## config.mk

```make
export PLATFORM = sky130hd
export DESIGN_NAME = irq_pin_router
export DESIGN_NICKNAME = d
export VERILOG_FILES = /design/src/rtl/irq_pin_router.sv
export SDC_FILE = /design/constraint.sdc
export NUM_CORES = 1
export LEC_CHECK = 0
export ABC_AREA = 0
export CORE_AREA = 3 3 632 634
export CTS_CLUSTER_SIZE = 25
export DETAILED_ROUTE_END_ITERATION = 10
export DIE_AREA = 0 0 635 637
export PLACE_DENSITY_LB_ADDON = 0.2
export SYNTH_ARGS = -nofsm -noshare
export SYNTH_HDL_FRONTEND = slang
export SYNTH_SLANG_ARGS = --single-unit
```

## constraint.sdc

```tcl
create_clock -name clk -period 9.98 [get_ports clk]
set_input_delay 1.996 -clock clk [delete_from_list [all_inputs] [get_ports clk]]
set_output_delay 1.996 -clock clk [all_outputs]
set_load 0.02 [all_outputs]
```

## src/rtl/irq_pin_router.sv

```systemverilog
module irq_pin_router #(
  parameter int NPINS = 24,
  parameter int NCPU  = 8,
  parameter int CNTW  = 8
) (
  input  logic                       clk,
  input  logic                       rst_n,
  input  logic                       cmd_valid,
  input  logic [1:0]                 cmd_op,
  input  logic [$clog2(NPINS)-1:0]   cmd_pin,
  output logic                       cmd_bad_pin,
  output logic                       cnt_underflow,
  input  logic [NPINS-1:0][63:0]     ent_cfg,
  input  logic                       ent_wr_valid,
  input  logic [$clog2(NPINS)-1:0]   ent_wr_pin,
  input  logic                       eoi_valid,
  input  logic [7:0]                 eoi_vec,
  output logic                       eoi_busy,
  output logic [NPINS-1:0]           rirr,
  input  logic [NCPU-1:0]            cpu_active,
  output logic                       msg_valid,
  input  logic                       msg_ready,
  output logic [7:0]                 msg_vec,
  output logic [7:0]                 msg_cpu,
  output logic                       msg_level
);
  localparam int PINW = $clog2(NPINS);
  localparam logic [PINW:0] PIN_LIM = (PINW+1)'(NPINS);
  localparam logic [1:0] OP_ASSERT = 2'b00, OP_DEASSERT = 2'b01, OP_PULSE = 2'b10;

  typedef enum logic {S_IDLE, S_SEND} state_t;

  logic [CNTW-1:0]  cnt [NPINS];
  logic [NPINS-1:0] req_q, rirr_q, poscnt, fire_cmd, fire_wr, eoi_hit, take, set_lvl;
  logic [CNTW-1:0]  sel_cnt;
  logic [PINW-1:0]  pick, scan_idx;
  logic [63:0]      pick_ent;
  logic [7:0]       scan_vec;
  logic [NCPU-1:0]  bc_left, bc_rest;
  logic             pin_ok, cmd_ok, wr_ok, has_req, drop, bcast, bc_mode, busy_q, underflow_n;
  logic             unused_bits;
  state_t           state;

  function automatic logic [7:0] low_idx(input logic [NCPU-1:0] m);
    logic [7:0] r;
    r = '0;
    for (int i = NCPU-1; i >= 0; i--)
      if (m[i]) r = 8'(i);
    return r;
  endfunction

  assign pin_ok = {1'b0, cmd_pin} < PIN_LIM;
  assign cmd_ok = cmd_valid && pin_ok;
  assign wr_ok  = ent_wr_valid && ({1'b0, ent_wr_pin} < PIN_LIM);

  always_comb begin
    sel_cnt     = '0;
    unused_bits = 1'b0;
    for (int p = 0; p < NPINS; p++) begin
      poscnt[p]   = !cnt[p][CNTW-1] && (cnt[p] != '0);
      if (cmd_pin == PINW'(p)) sel_cnt = cnt[p];
      fire_cmd[p] = cmd_ok && (cmd_pin == PINW'(p)) && (cnt[p] == '0) &&
                    (cmd_op == OP_ASSERT || cmd_op == OP_PULSE);
      fire_wr[p]  = wr_ok && (ent_wr_pin == PINW'(p)) && !ent_cfg[p][16] &&
                    !rirr_q[p] && poscnt[p];
      eoi_hit[p]  = busy_q && (scan_idx == PINW'(p)) && rirr_q[p] &&
                    (ent_cfg[p][7:0] == scan_vec);
      unused_bits = unused_bits ^ (^ent_cfg[p][55:17]) ^ (^ent_cfg[p][14:12]);
    end
  end

  always_comb begin
    pick = '0;
    for (int p = NPINS-1; p >= 0; p--)
      if (req_q[p]) pick = PINW'(p);
  end

  always_comb begin
    pick_ent = '0;
    for (int p = 0; p < NPINS; p++)
      if (pick == PINW'(p)) pick_ent = ent_cfg[p];
  end

  assign has_req = |req_q;
  assign drop    = pick_ent[11] | (|pick_ent[10:8]) | pick_ent[16];
  assign bcast   = pick_ent[63:56] == 8'hFF;
  assign take    = (state == S_IDLE && has_req) ? (NPINS'(1) << pick) : '0;
  assign set_lvl = (state == S_IDLE && has_req && !drop && pick_ent[15]) ?
                   (NPINS'(1) << pick) : '0;
  assign bc_rest = bc_left & (bc_left - NCPU'(1));

  assign underflow_n = cmd_ok &&
    ((cmd_op == OP_DEASSERT && (sel_cnt[CNTW-1] || sel_cnt == '0)) ||
     (cmd_op == OP_PULSE && sel_cnt[CNTW-1]));

  always_ff @(posedge clk) begin
    if (!rst_n) begin
      for (int p = 0; p < NPINS; p++) cnt[p] <= '0;
    end else begin
      for (int p = 0; p < NPINS; p++)
        if (cmd_ok && cmd_pin == PINW'(p)) begin
          if (cmd_op == OP_ASSERT)        cnt[p] <= cnt[p] + CNTW'(1);
          else if (cmd_op == OP_DEASSERT) cnt[p] <= cnt[p] - CNTW'(1);
        end
    end
  end

  always_ff @(posedge clk) begin
    if (!rst_n) begin
      req_q         <= '0;
      rirr_q        <= '0;
      cmd_bad_pin   <= 1'b0;
      cnt_underflow <= 1'b0;
    end else begin
      req_q         <= (req_q & ~take) | fire_cmd | fire_wr | (eoi_hit & poscnt);
      rirr_q        <= (rirr_q & ~eoi_hit) | set_lvl;
      cmd_bad_pin   <= cmd_valid && !pin_ok;
      cnt_underflow <= underflow_n;
    end
  end

  always_ff @(posedge clk) begin
    if (!rst_n) begin
      busy_q   <= 1'b0;
      scan_idx <= '0;
      scan_vec <= '0;
    end else if (!busy_q) begin
      if (eoi_valid) begin
        busy_q   <= 1'b1;
        scan_idx <= '0;
        scan_vec <= eoi_vec;
      end
    end else begin
      scan_idx <= scan_idx + PINW'(1);
      if (scan_idx == PINW'(NPINS-1)) busy_q <= 1'b0;
    end
  end

  always_ff @(posedge clk) begin
    if (!rst_n) begin
      state     <= S_IDLE;
      bc_left   <= '0;
      bc_mode   <= 1'b0;
      msg_vec   <= '0;
      msg_cpu   <= '0;
      msg_level <= 1'b0;
    end else begin
      case (state)
        S_IDLE:
          if (has_req && !drop) begin
            msg_vec   <= pick_ent[7:0];
            msg_level <= pick_ent[15];
            bc_mode   <= bcast;
            if (bcast) begin
              if (|cpu_active) begin
                bc_left <= cpu_active;
                msg_cpu <= low_idx(cpu_active);
                state   <= S_SEND;
              end
            end else begin
              msg_cpu <= pick_ent[63:56];
              state   <= S_SEND;
            end
          end
        S_SEND:
          if (msg_ready) begin
            if (bc_mode && |bc_rest) begin
              bc_left <= bc_rest;
              msg_cpu <= low_idx(bc_rest);
            end else begin
              state <= S_IDLE;
            end
          end
        default: state <= S_IDLE;
      endcase
    end
  end

  assign msg_valid = state == S_SEND;
  assign eoi_busy  = busy_q;
  assign rirr      = rirr_q;
endmodule

```

==> impl_results.md <==
* CP Class: reg2reg
* Area growth syn-to-layout at 54.7%
* Slew margin rel. at ~6.8%
* TNS Setup at 0 ns
* Crit Reg-Reg Startpoint: req_q[6]
* Total track usage at 12.4%
* Setup Skew at just under 0.04 ns
* DP Wirelength at around 220000 um
* TritonCTS Buffers at between 40 and 50
* Cells on Worst Hold Path at 2
* Async SR Flop Fraction at 0%
* Unrepaired setup endpoints after global routing: false
* Critical path capture point type: flop
* Row cnt at 231
* Drt drc at 0
* Starting Density at under 10%
* Status: finished clean
* Synth unique cells at between 90 and 100
* Worst Setup SP: req_q[6]
* TritonRoute pass-1 iters at 8
* LEAKAGE at 13.8 nW
* Routed via count at 30368
* Syn nets at between 4000 and 5000
* Setup bufs post-CTS at 0
* RR Endpoint: rirr[13]
* CTS tree: yes
* Final Hold Fails at 0
* Post-CTS resize count at 0
* Worst slack on hold paths at roughly 0.47 ns
* Initial antenna violation count at 140
* Post-synth EDFFs at approximately 190
* Period minus WS final at 6.71 ns
* Sw Pwr at about 1.6 mW
* Reg2Reg Setup Slack at about 3.3 ns
* Worst EP required at 10.46 ns
* Actual slew at the worst max-slew pin at between 1 and 1.5 ns
* Layout cells sized above 1 at roughly 7%
* # IOs at between 1500 and 2000
* Wire length per cell at ~28 um
* Synthesized area per cell at just over 8 um^2
* Post-synthesis cell count at roughly 3200
* Commonest cells after routing, fill and taps aside: 603 x clkdlybuf4s50_1, 362 x nor2_1, 251 x nand2_1
* HP Class: reg2reg
* Min-Delay Endpoint: msg_vec[6]
* First-pass GRT wire length at about 330000 um
* Post-route ant nets at 0
* Final WL at roughly 260000 um
* Net Sw Frac at 37.4%
* Reg clk slew, reported paths at ~0.070 ns
* R2R depth at 14
* Routed vias/inst at ~3.3
* Global route total overflow at 0
* Clk network pwr share at 36.2%
* Max cap viols at 0
* Power density of the placed cells at 103 nW/um^2
* Post-synthesis sequential area ratio at 28.7%
* Post-layout nets at approximately 5600
* Comb power frac at between 30% and 40%
* Clk_lat worst skew at about 0.62 ns
* Fmax at about 150 MHz
* Cts hold-fix bufs at 0
* Synth Flop Type: edfxtp_1
* Ys Warns at 0
* Setup-failing EPs final at 0
* Die area at about 400000 um^2
* Sequential power share at about a third
* Max-slew violation count at 0
* Core footprint at just under 400000 um^2
* # H-tree levels at 2
* Clock buffer depth at 3
* Max VDD drop at about 0.11 mV
* Gpl congestion at roughly 0.90
* Die X at 635 um
* #FFs+latches synth at between 200 and 300
* Hold_sp: msg_vec[6]
* Area of the mapped netlist at around 26000 um^2
* Largest net degree at the start of global routing at 55
* Commonest non-fill, non-tap cell in the layout: clkdlybuf4s50_1
* P_int at 2.63 mW
* Vias in the first global route at around 30000
* DRT iter0 DRCs at roughly 2700
* Crit-path max FO at 23
* Arrival time worst endpoint at between 7 and 8 ns
* Die Y at 637 um
* Fin util at roughly a tenth
* Critical path launch point type: flop
* Clk root buf: clkbuf_16
* # port buffers at around 610
* CTS sink cnt at 283
* Final period util at 67.2%
[critical path: stages, from the launching register on]
cell and delay [ns]:
dfxtp_1 0.45, or4_1 0.60, a221o_1 0.35, a31o_4 0.37, nand2_2 0.63, nand3_1 0.61
buf_4 0.42, o221ai_1 0.51, nand2_1 0.40, o21ai_0 1.08, a31oi_2 0.18, buf_4 0.28
nand2_1 0.11, buf_4 0.38, o22ai_1 0.13
[power by group through the flow]
stage / sequential, mW / combinational (mW) / clock (mW)
after global placement: 1.38 / 1.34 / 0
after global routing: 1.36 / 1.37 / 1.62
after detailed placement: 1.38 / 1.33 / 0
final: 1.36 / 1.32 / 1.52
after CTS: 1.35 / 1.34 / 1.58
after floorplan: 1.35 / 0.486 / 0
[sequential cells by signal, summed over array words and instances (netlist names), 5 cells and up]
register / flops
scan_idx: 5
msg_vec: 8
req_q: 24
cnt: 192
bc_left: 8
msg_cpu: 8
rirr: 24
scan_vec: 8
[kinds of logic after synthesis]
kind of cell / after synthesis / share of synthesized area [%]
XOR/XNOR: 329 / 10.9
adder cells (fa/ha/maj): 169 / 8.63
buffers and inverters: 266 / 3.98
AND/OR/NAND/NOR: 1228 / 23.0
flip-flops: 283 / 28.7
AO/OA/AOI/OAI: 908 / 22.9
multiplexers: 44 / 1.99
[metal layers]
layer / track usage (%) / share of wire (%)
met5: 0 / 0.093
met4: 4.03 / 4.0
met3: 2.81 / 6.3
met2: 21.3 / 48
met1: 15.1 / 42
[final cells by class]
type	instances	area, um^2
Timing Repair Buffer	728	6970
Antenna cell	32	80.1
Clock inverter	21	154
Fill cell	45824	354000
Multi-Input combinational cell	2678	18000
Tap cell	5242	6560
Clock buffer	59	1170
Inverter	116	435
Sequential cell	283	7600
[metrics by stage]
step	total power, mW	cells	worst slack (ns)	instance area, um^2
after floorplan	1.84	3227	4.81	26500
after global placement	2.72	9047	2.94	39500
after detailed placement	2.71	9047	2.94	39500
after CTS	4.28	9127	3.26	40800
after global routing	4.35	9139	3.37	40900
final	4.20	9159	3.27	40900
[synth_stat cells (all sizes together) (91+ instances only)]
library cell / number / area share, %
xor2: 120 / 4.0
dfxtp: 91 / 6.9
o21ai: 187 / 3.6
nor3: 109 / 2.2
nand3: 132 / 2.6
edfxtp: 192 / 22
nand2: 253 / 3.6
xnor2: 209 / 6.9
nor4: 95 / 2.5
inv: 115 / 1.6
nor2: 370 / 5.3
clkbuf: 112 / 1.6
ha: 145 / 6.9
a21oi: 243 / 4.7
[worst max path at each step]
stage | end | slack, ns | cells past startpoint
after detailed placement | cnt[0][63] | 2.94 | 15
after CTS | rirr[5] | 3.26 | 14
final | rirr[13] | 3.27 | 14
after floorplan | cnt[0][7] | 4.81 | 16
after global routing | rirr[2] | 3.37 | 14
after global placement | cnt[0][63] | 2.94 | 15
No activity file was read; power rests on OpenSTA's default activity.
